--- src/rtl/dwf_pkg.sv ---
package dwf_pkg;
  typedef enum logic [1:0] {
    ACT_NONE  = 2'd0,
    ACT_MERGE = 2'd1,
    ACT_ALLOC = 2'd2,
    ACT_STALL = 2'd3
  } act_e;
endpackage

--- src/rtl/dwf_lut.sv ---
module dwf_lut #(
  parameter int LANES = 4,
  parameter int PC_W  = 8,
  parameter int POOL  = 4,
  localparam int IDX_W = (POOL > 1) ? $clog2(POOL) : 1
) (
  input  logic                        clk,
  input  logic                        rst,
  input  logic [POOL-1:0]             ent_valid,
  input  logic [POOL-1:0]             ent_open,
  input  logic [POOL-1:0][PC_W-1:0]   ent_pc,
  input  logic [POOL-1:0][LANES-1:0]  ent_occ,
  input  logic                        excl_en,
  input  logic [IDX_W-1:0]            excl_idx,
  input  logic [PC_W-1:0]             q_pc,
  input  logic [LANES-1:0]            q_mask,
  output logic                        hit,
  output logic [IDX_W-1:0]            hit_idx,
  output logic                        conflict
);
  logic [POOL-1:0] match;

  // one comparator per slot; a slot leaving through issue this cycle is skipped
  for (genvar g = 0; g < POOL; g++) begin : g_cmp
    assign match[g] = ent_valid[g] && ent_open[g] && (ent_pc[g] == q_pc) &&
                      !(excl_en && (excl_idx == IDX_W'(g)));
  end

  always_comb begin
    hit_idx = '0;
    for (int i = POOL - 1; i >= 0; i--) begin
      if (match[i]) hit_idx = IDX_W'(i);
    end
  end

  assign hit      = |match;
  assign conflict = hit && ((ent_occ[hit_idx] & q_mask) != '0);

  // the lookup never sees two open slots for one PC
  p_single_open_r3: assert property (@(posedge clk) disable iff (rst) $onehot0(match))
    else $error("two open slots match one PC");
endmodule

--- src/rtl/dwf_alloc.sv ---
module dwf_alloc #(
  parameter int POOL = 4,
  localparam int IDX_W = (POOL > 1) ? $clog2(POOL) : 1,
  localparam int CNT_W = $clog2(POOL + 1)
) (
  input  logic             clk,
  input  logic             rst,
  input  logic [POOL-1:0]  ent_valid,
  input  logic             push,
  input  logic             pop,
  output logic             free_any,
  output logic [IDX_W-1:0] free_idx,
  output logic [IDX_W-1:0] head_idx,
  output logic             nonempty
);
  logic [IDX_W-1:0] order [POOL];
  logic [IDX_W-1:0] wp, rp;
  logic [CNT_W-1:0] cnt;

  always_comb begin
    free_idx = '0;
    for (int i = POOL - 1; i >= 0; i--) begin
      if (!ent_valid[i]) free_idx = IDX_W'(i);
    end
  end

  assign free_any = ~&ent_valid;
  assign head_idx = order[rp];
  assign nonempty = (cnt != '0);

  function automatic logic [IDX_W-1:0] nxt(input logic [IDX_W-1:0] p);
    return (p == IDX_W'(POOL - 1)) ? '0 : p + 1'b1;
  endfunction

  // age order of slots: written at allocation, read at issue
  always_ff @(posedge clk) begin
    if (push) order[wp] <= free_idx;
  end

  always_ff @(posedge clk) begin
    if (rst) begin
      wp  <= '0;
      rp  <= '0;
      cnt <= '0;
    end else begin
      if (push) wp <= nxt(wp);
      if (pop)  rp <= nxt(rp);
      if (push && !pop)      cnt <= cnt + 1'b1;
      else if (pop && !push) cnt <= cnt - 1'b1;
    end
  end

  // the age queue never holds more slots than exist
  p_age_bound_r6: assert property (@(posedge clk) disable iff (rst) cnt <= CNT_W'(POOL))
    else $error("age queue overflow");
  // an allocation only happens when a slot is free
  p_push_free_r7: assert property (@(posedge clk) disable iff (rst) push |-> free_any)
    else $error("allocation into a full pool");
endmodule

--- src/rtl/dwf_pool.sv ---
module dwf_pool
  import dwf_pkg::*;
#(
  parameter int LANES = 4,
  parameter int TID_W = 6,
  parameter int PC_W  = 8,
  parameter int POOL  = 4,
  localparam int IDX_W = (POOL > 1) ? $clog2(POOL) : 1,
  localparam int TW    = LANES * TID_W
) (
  input  logic             clk,
  input  logic             rst,
  input  logic             cm_valid,
  input  logic [PC_W-1:0]  cm_tk_pc,
  input  logic [LANES-1:0] cm_tk_mask,
  input  logic [TW-1:0]    cm_tk_tids,
  input  logic [PC_W-1:0]  cm_nt_pc,
  input  logic [LANES-1:0] cm_nt_mask,
  input  logic [TW-1:0]    cm_nt_tids,
  output logic             upd_ready,
  input  logic             iss_en,
  output logic             iss_valid,
  output logic [PC_W-1:0]  iss_pc,
  output logic [LANES-1:0] iss_mask,
  output logic [TW-1:0]    iss_tids
);
  typedef struct packed {
    logic             v;
    logic [PC_W-1:0]  pc;
    logic [LANES-1:0] m;
    logic [TW-1:0]    t;
  } grp_t;

  grp_t tk_q, nt_q, cur;

  logic [POOL-1:0]             ent_valid, ent_open;
  logic [POOL-1:0][PC_W-1:0]   ent_pc;
  logic [POOL-1:0][LANES-1:0]  ent_occ;
  logic [LANES-1:0][TID_W-1:0] tid_mem [POOL];

  logic             hit, conflict, free_any, q_nonempty, issue_go;
  logic [IDX_W-1:0] hit_idx, free_idx, head_idx, wr_idx;
  logic [TW-1:0]    iss_tids_d;
  act_e             act;

  assign upd_ready = !tk_q.v && !nt_q.v;
  assign cur       = tk_q.v ? tk_q : nt_q;
  assign issue_go  = iss_en && q_nonempty;

  dwf_lut #(.LANES(LANES), .PC_W(PC_W), .POOL(POOL)) u_lut (
    .clk(clk), .rst(rst),
    .ent_valid(ent_valid), .ent_open(ent_open), .ent_pc(ent_pc), .ent_occ(ent_occ),
    .excl_en(issue_go), .excl_idx(head_idx),
    .q_pc(cur.pc), .q_mask(cur.m),
    .hit(hit), .hit_idx(hit_idx), .conflict(conflict)
  );

  dwf_alloc #(.POOL(POOL)) u_alloc (
    .clk(clk), .rst(rst), .ent_valid(ent_valid),
    .push(act == ACT_ALLOC), .pop(issue_go),
    .free_any(free_any), .free_idx(free_idx),
    .head_idx(head_idx), .nonempty(q_nonempty)
  );

  always_comb begin
    if (!cur.v)                act = ACT_NONE;
    else if (hit && !conflict) act = ACT_MERGE;
    else if (free_any)         act = ACT_ALLOC;
    else                       act = ACT_STALL;
  end

  assign wr_idx = (act == ACT_MERGE) ? hit_idx : free_idx;

  // thread-ID storage: per-lane write enables, no reset
  always_ff @(posedge clk) begin
    if (act == ACT_MERGE || act == ACT_ALLOC) begin
      for (int l = 0; l < LANES; l++) begin
        if (cur.m[l]) tid_mem[wr_idx][l] <= cur.t[l*TID_W +: TID_W];
      end
    end
  end

  always_comb begin
    for (int l = 0; l < LANES; l++) begin
      iss_tids_d[l*TID_W +: TID_W] = ent_occ[head_idx][l] ? tid_mem[head_idx][l] : '0;
    end
  end

  always_ff @(posedge clk) begin
    if (rst) begin
      ent_valid <= '0;
      ent_open  <= '0;
      ent_pc    <= '0;
      ent_occ   <= '0;
      tk_q      <= '0;
      nt_q      <= '0;
      iss_valid <= 1'b0;
      iss_pc    <= '0;
      iss_mask  <= '0;
      iss_tids  <= '0;
    end else begin
      if (issue_go) begin
        ent_valid[head_idx] <= 1'b0;
        ent_open[head_idx]  <= 1'b0;
      end
      if (act == ACT_MERGE) begin
        ent_occ[hit_idx] <= ent_occ[hit_idx] | cur.m;
      end
      if (act == ACT_ALLOC) begin
        ent_valid[free_idx] <= 1'b1;
        ent_open[free_idx]  <= 1'b1;
        ent_pc[free_idx]    <= cur.pc;
        ent_occ[free_idx]   <= cur.m;
        if (hit) ent_open[hit_idx] <= 1'b0;
      end
      if (act == ACT_MERGE || act == ACT_ALLOC) begin
        if (tk_q.v) tk_q.v <= 1'b0;
        else        nt_q.v <= 1'b0;
      end
      if (cm_valid && upd_ready) begin
        tk_q <= '{v: |cm_tk_mask, pc: cm_tk_pc, m: cm_tk_mask, t: cm_tk_tids};
        nt_q <= '{v: |cm_nt_mask, pc: cm_nt_pc, m: cm_nt_mask, t: cm_nt_tids};
      end
      iss_valid <= issue_go;
      if (issue_go) begin
        iss_pc   <= ent_pc[head_idx];
        iss_mask <= ent_occ[head_idx];
        iss_tids <= iss_tids_d;
      end
    end
  end

  // a merge leaves the slot holding both lane sets
  p_merge_union_r2: assert property (@(posedge clk) disable iff (rst)
    (act == ACT_MERGE) |=> (ent_occ[$past(hit_idx)] == ($past(ent_occ[hit_idx]) | $past(cur.m))))
    else $error("merge lost lanes");
  // the age queue agrees with the slot valid bits
  p_age_matches_r6: assert property (@(posedge clk) disable iff (rst) q_nonempty == (|ent_valid))
    else $error("age queue out of step with pool");
  // a held group stays held until an issue frees a slot
  p_hold_full_r7: assert property (@(posedge clk) disable iff (rst)
    (act == ACT_STALL && !issue_go) |=> (act == ACT_STALL && !upd_ready))
    else $error("stalled group released without a free slot");
  // nothing comes out of an empty pool
  p_empty_quiet_r9: assert property (@(posedge clk) disable iff (rst)
    (iss_en && !(|ent_valid)) |=> !iss_valid)
    else $error("issue from empty pool");
endmodule

--- config.mk ---
export PLATFORM = sky130hd
export DESIGN_NAME = dwf_pool
export DESIGN_NICKNAME = d
export VERILOG_FILES = /design/src/rtl/dwf_pkg.sv /design/src/rtl/dwf_lut.sv /design/src/rtl/dwf_alloc.sv /design/src/rtl/dwf_pool.sv
export SDC_FILE = /design/constraint.sdc
export NUM_CORES = 1
export LEC_CHECK = 0
export ABC_AREA = 1
export CAP_MARGIN = 25
export CORE_MARGIN = 2
export CORE_UTILIZATION = 25
export DETAILED_ROUTE_END_ITERATION = 8
export GPL_TIMING_DRIVEN = 0
export HOLD_SLACK_MARGIN = 0.08
export SLEW_MARGIN = 25
export SYNTH_ARGS = -nofsm -noshare
export SYNTH_HDL_FRONTEND = slang
export SYNTH_SLANG_ARGS = --single-unit
export TNS_END_PERCENT = 50
--- constraint.sdc ---
create_clock -name clk -period 5.1 [get_ports clk]
set_input_delay 0.765 -clock clk [delete_from_list [all_inputs] [get_ports clk]]
set_output_delay 0.765 -clock clk [all_outputs]
set_load 0.02 [all_outputs]
; After elaboration in Yosys (flattened, before gate mapping)
; Memories as Yosys holds them, arrays and structs flattened. A register that Yosys moved wholly into a read port is not among the register bits.
; Index checks and enable logic that the tools add are counted.
; W data, S select, Z words.
[totals]
register_bits = 174
ramBits = 104
output_inout_bits = 38
word_cells = 177
n_memories = 2
[mem_list]
columns = memory, words, width, read_ports, rd_clocked_by_memory_dff, wr, line_no
row1 = tid_mem, 4, 24, 1, 0, 1, dwf_pool.sv:39  ; logic [LANES-1:0][TID_W-1:0] tid_mem [POOL];
row2 = u_alloc.order, 4, 2, 1, 1, 1, dwf_alloc.sv:16  ; logic [IDX_W-1:0] order [POOL];
[op_classes]
add_sub_neg = 4
order_cmp = 6
n_eq_ne = 12
muxes = 73
bitwise_logic = 9
n_reduce_logical = 46
[op_table]
columns = op, n
row1 = $mux W37, 3
row2 = $mux W16, 3
row3 = $mux W4, 11
row4 = $bwmux W16, 2
row5 = $bwmux W32, 1
row6 = $eq A8 B8 Y1, 4
row7 = $mux W2, 15
row8 = $logic_and A1 B1 Y1, 26
row9 = $mux W6, 4
row10 = $mux W1, 21
row11 = $and A4 B4 Y4, 4
row12 = $bmux W4 S2, 2
row13 = $bmux W8 S2, 1
row14 = $demux W4 S2, 2
row15 = $demux W8 S2, 1
row16 = $mux W8, 2
row17 = $or A4 B4 Y4, 3
row18 = $reduce_or A4 Y1, 3
row19 = $eq A2 B2 Y1 const B, 5
row20 = $logic_not A1 Y1, 9
row21 = $lt A2 B3 Y1 const B, 3
row22 = $not A4 Y4, 2
row23 = $demux W1 S2, 3
row24 = $ge A2 B1 Y1 const B, 3
row25 = 13 further kinds, 17

; Longest topological paths before layout
[depth]
depth_word = 23
ltp_mapped = 30

; By module
; From an unflattened synthesis, not the netlist that was laid out.
[unflattened]
cells_unflattened = 1683
hier_area_um2 = 12919.9
[by_module_without_submodules]
columns = module, instances, cells_per_inst, area_per_inst_um2, seq_area_each_um2
row1 = dwf_pool, 1, 1356, 11015.6, 6226.0
row2 = dwf_lut, 1, 239, 1099.8, 0.0
row3 = dwf_alloc, 1, 88, 804.5, 420.4

; Worst setup path after synthesis
; OpenSTA, ideal clock, no wires.
[synth_path]
path_kind = input -> register
startpoint = input iss_en
endpoint = register ent_pc[23] (netlist bit)
setup_ns = 0.128
arrival_ns = 3.731
t_required_ns = 4.972
path_slack_ns = 1.241
cell_stages = 23
n_path_buf = 2
path_cell_list = nand2_1 inv_1 nand3_1 nand2_1 inv_1 nand3_4 nand2_4 inv_2 nand2_4 nand3_1 nand2_1 nand2_1 o21ai_2 nor2_4 nor2_2 ha_1 buf_2 clkinv_1 nor3_1 inv_2 clkbuf_1 o21ai_0 a21oi_1
[synth_via]
elab_chain_cells = 18
word_cells_on_any_way = 28
cone_classes = eq/ne: 1 / mux: 8 / bitwise: 1 / reduce/logical: 18
[synth_rtl]
columns = element, line_no
row1 = start: declaration, dwf_pool.sv:21  ; input logic iss_en,
row2 = $logic_and A1 B1 Y1 *, dwf_pool.sv:48  ; assign issue_go = iss_en && q_nonempty;
row3 = $logic_and A1 B1 Y1, dwf_lut.sv:26  ; !(excl_en && (excl_idx == IDX_W'(g)));
row4 = $logic_not A1 Y1, dwf_lut.sv:26
row5 = $logic_and A1 B1 Y1, dwf_lut.sv:25  ; assign match[g] = ent_valid[g] && ent_open[g] && (ent_pc[g] == q_pc) &&
row6 = $mux W2 (4 in a row), dwf_lut.sv:32  ; if (match[i]) hit_idx = IDX_W'(i);
row7 = $bmux W4 S2, dwf_lut.sv:37  ; assign conflict = hit && ((ent_occ[hit_idx] & q_mask) != '0);
row8 = $mux W4 (not written as such), dwf_lut.sv:37
row9 = $and A4 B4 Y4, dwf_lut.sv:37
row10 = $reduce_bool A4 Y1, dwf_lut.sv:37
row11 = $logic_and A1 B1 Y1, dwf_lut.sv:37
row12 = $logic_not A1 Y1, dwf_pool.sv:67  ; else if (hit && !conflict) act = ACT_MERGE;
row13 = $logic_and A1 B1 Y1 *, dwf_pool.sv:67
row14 = $mux W2 *, dwf_pool.sv:67
row15 = $mux W2 *, dwf_pool.sv:66  ; if (!cur.v) act = ACT_NONE;
row16 = $eq A2 B2 Y1 *, dwf_pool.sv:109  ; if (act == ACT_ALLOC) begin
row17 = end signal: indexed assignment, dwf_pool.sv:112  ; ent_pc[free_idx] <= cur.pc;
row18 = end: declaration, dwf_pool.sv:37  ; logic [POOL-1:0][PC_W-1:0] ent_pc;
; Every way passes the cells marked *; elsewhere a longest branch is shown, timed or not. The select of a mux whose other input is x is not followed.
; A chain may end at the register's enable or synchronous reset.

; Final worst setup path
[layout_path]
startpoint = input iss_en
endpoint = register ent_occ[11] (netlist bit)
[layout_via]
elab_chain_cells = 22
word_cells_on_any_way = 40
cone_classes = order compare: 2 / eq/ne: 2 / mux: 15 / bitwise: 2 / reduce/logical: 19
[layout_rtl]
columns = element, line_no
row1 = $logic_and A1 B1 Y1 *, dwf_pool.sv:48
row2 = $logic_and A1 B1 Y1, dwf_lut.sv:26
row3 = $logic_not A1 Y1, dwf_lut.sv:26
row4 = $logic_and A1 B1 Y1, dwf_lut.sv:25
row5 = $mux W2 (4 in a row), dwf_lut.sv:32
row6 = $bmux W4 S2, "dwf_lut.sv:37, dwf_pool.sv:107"
row7 = $mux W4 (not written as such), "dwf_lut.sv:37, dwf_pool.sv:107"
row8 = $and A4 B4 Y4, dwf_lut.sv:37
row9 = (+3 left out), -
row10 = $logic_and A1 B1 Y1, dwf_pool.sv:67
row11 = $mux W2, dwf_pool.sv:67
row12 = $mux W2, dwf_pool.sv:66
row13 = $eq A2 B1 Y1, dwf_pool.sv:106  ; if (act == ACT_MERGE) begin
row14 = $mux W16, dwf_pool.sv:106
row15 = $mux W16, dwf_pool.sv:90  ; if (rst) begin
row16 = $bwmux W16, dwf_pool.sv:113  ; ent_occ[free_idx] <= cur.m;
row17 = $mux W16 *, dwf_pool.sv:109
row18 = end signal: indexed assignment, dwf_pool.sv:107  ; ent_occ[hit_idx] <= ent_occ[hit_idx] | cur.m;
row19 = end signal: indexed assignment, dwf_pool.sv:113
row20 = end: declaration, dwf_pool.sv:38  ; logic [POOL-1:0][LANES-1:0] ent_occ;
; Marked as above.

==> summary.txt <==
STA
  – Max_slew headroom: 0.400
  – Final Skew: 0.0135 ns
  – Setup Viol. Count Final: 0
  – Minimum clock period after layout: roughly 4.7 ns
  – Final hold vios: 0
  – Final Max Tran Viols: 0
  – RSZ-0062 raised after global routing: yes
  – Fin crit share: 0.928
  – Worst-Margin Slew: 0.897 ns
  – FMAX: 0.211 GHz
  – Final hold slack: between 0.4 and 0.5 ns

Power
  – Comb pwr share: 0.274
  – Internal power: approximately 4.4 mW
  – Pwr Total: between 6 and 7 mW
  – VDD IR max: 0.262 mV
  – Switching share of total power: 0.344
  – P per Cell Area: 449 nW/µm²
  – Sw power: about 2.3 mW
  – Reg power frac: 0.397
  – Clock share of power: 0.329
  – Leak: 5.62 nW

Floorplanning
  – Initial cell density of the core: 0.254
  – Io pins: ~110
  – Core Region: 47700 µm²
  – Die Wd: between 200 and 250 µm
  – Die footprint: 50200 µm²
  – Die Ht: 224 µm
  – Rows: 80

Synthesis
  – Synthesized area: approximately 12000 µm²
  – Syn Area/Cell: 8.29 µm²
  – Sequential cell area fraction in the yosys report: 0.549
  – Mapped Cells: about 1500
  – Top_reg_cell synth: dfxtp_1
  – Mapped Nets: 1546
  – Post-synth EDFFs: 104
  – Post-synth ARST share: 0
  – Library cells used by synthesis: 42
  – Synth area leader: dfxtp_1
  – Synth Register Bits: between 200 and 300
  – Yosys warns: 0
  – Post-synth top area share: 0.291
  – Synth area leaders: dfxtp_1 (29%), edfxtp_1 (26%), nand2_1 (10%)

GRT
  – Vias in the first global route: 10100
  – Largest net degree at the start of global routing: 16
  – Initial antenna violation count: 0
  – Total GRT Usage: 0.149
  – Gr ovfl total: 0
  – First-pass GRT wire length: 58200 µm

Finish
  – Final Cell Area: 15000 µm²
  – Area growth syn-to-layout: 23.9%
  – Share of post-route cells with drive strength above 1: 0.0572
  – Final Core Density: 0.314
  – Final non-filler cell total: around 2200
  – Fin nets: 1689
  – Commonest non-fill, non-tap cell in the layout: nand2_1
  – N_diodes: 0
  – Most frequent cells in the layout: nand2_1 (336), nor2_1 (195), dfxtp_1 (176), o21ai_0 (141), a21oi_1 (126)

Clock network
  – CTS tree: yes
  – Post-CTS sizing: 0
  – Post-CTS Setup Repair Bufs: 0
  – Clock-pin slew on the worst setup and hold paths: ~0.060 ns
  – CTS Sinks: 280
  – # H-tree levels: 1
  – CTS Hold Bufs: 0
  – Clk Latency, worst-skew pair: 0.57 ns
  – Clock buffer count from CTS: 29
  – Longest Clk Path Bufs: 3
  – CTS root buf: clkbuf_16

Place
  – I/O Buffers: 112
  – Placed insts: 2188
  – Global placer's final weighted congestion: approximately 0.92
  – Area after DPL: 14000 µm²
  – DP Wirelength: 29400 µm

Critical path
  – Crit Path Category: in2reg
  – CP Launch Type: input pin
  – Worst Path Max Fanout: 10
  – Worst Path Arrival: ~5.2 ns
  – Required time worst endpoint: about 5.6 ns
  – Crit end category: flip-flop

Outcome
  – Status: finished clean

Routing
  – Drt wl/cell: 17.1 µm
  – 1st-iter DRT viols: 759
  – # DRC: 0
  – Vias/cell: 4.66
  – Routed via count: around 10000
  – DRT antenna net count: 0
  – DRT Pass-1 Iters: 5
  – Drt total wl: between 30000 and 40000 µm

Run
  – Max Cap Viol: 0

Worst hold path
  – Hold WC Path Type: reg2reg
==> final timing paths <==
kind	from	end	slack, ns	cells after the start
hold / removal	nt_q[24]$_SDFFE_PP0P_	nt_q[24]$_SDFFE_PP0P_	0.47	2
hold reg to reg	nt_q[24]$_SDFFE_PP0P_	nt_q[24]$_SDFFE_PP0P_	0.47	2
setup reg to reg	tk_q[36]$_SDFFE_PP0P_	ent_occ[11]$_SDFF_PP0_	0.46	28
setup / recovery	iss_en	ent_occ[11]$_SDFF_PP0_	0.37	24
==> cell usage after synthesis, types with 5 or more instances <==
cell	instances
a21oi_1	126
o22ai_1	12
nand2_2	15
buf_1	6
nor2_1	195
clkbuf_1	58
o21ai_1	5
ha_1	8
nand4_1	6
o21ai_0	141
inv_2	5
a22oi_1	34
inv_1	101
nand2_1	336
dfxtp_1	176
nor3_1	10
nand2_4	9
a221oi_1	12
nand3_1	61
edfxtp_1	104
==> layer usage <==
metal | up-vias | routed length (µm) | global-route usage
met3 | 47 | 2100 | 0.0190
met5 | - | 0 | 0
met4 | 0 | 762 | 0.0426
met2 | 296 | 17800 | 0.249
met1 | 4915 | 17800 | 0.202
li1 | 5182 | - | -
==> cells by family after synthesis <==
logic type | count (synthesis) | synth area share
xor+xnor | 4 | 0.00289
compound gates | 341 | 0.155
fa+ha+maj | 9 | 0.00992
buf+inv | 178 | 0.0574
simple gates | 649 | 0.225
flops | 280 | 0.549
==> stage by stage <==
stage	TNS (ns)	setup slack, ns
floorplan	0	1.24
global placement	-9.26	-0.714
detailed placement	-6.88	-0.346
CTS	0	0.250
global route	-0.0594	-0.0505
finish	0	0.367
==> final cells by class <==
type / count / area, µm²
Sequential cell: 280 / 6650
Tap cell: 615 / 769
Fill cell: 4948 / 32700
Buffer: 68 / 279
Inverter: 110 / 415
Clock buffer: 38 / 769
Multi-Input combinational cell: 1003 / 4780
Clock inverter: 16 / 221
Timing Repair Buffer: 112 / 1120
==> state kept, by name, indices dropped and copies added, names as in the netlist, 8 cells and up, named ones only <==
name	cells
tid_mem	96
nt_q	37
tk_q	37
ent_pc	32
iss_tids	24
ent_occ	16
iss_pc	8
u_alloc.order	8
==> power by group through the flow <==
| stage | clock, mW | combinational (mW) | sequential (mW) |
|---|---|---|---|
| final | 2.22 | 1.85 | 2.68 |
| after global routing | 2.35 | 2.03 | 2.70 |
| after CTS | 2.26 | 1.84 | 2.68 |
| after detailed placement | 0 | 1.83 | 2.72 |
| after global placement | 0 | 1.81 | 2.71 |
| after floorplan | 0 | 1.10 | 2.73 |
==> critical path, cell delays in order <==
cell and delay [ns]:
clkdlybuf4s50_1 0.42, nand2_1 0.35, inv_1 0.16, nand3_1 0.16, nand2_1 0.06, inv_1 0.11, nand3_4 0.13, nand2_4 0.15
inv_2 0.07, nand2_4 0.11, nand3_1 0.16, nand2_1 0.10, nand2_1 0.06, nand3_2 0.10, nor2_4 0.04, nor2_2 0.12
ha_1 0.23, buf_2 0.24, clkinv_1 0.34, nor3_4 0.53, inv_2 0.20, clkbuf_1 0.29, o21ai_0 0.23, a21oi_1 0.06
Note: power is estimated with default switching activity, not from simulation.
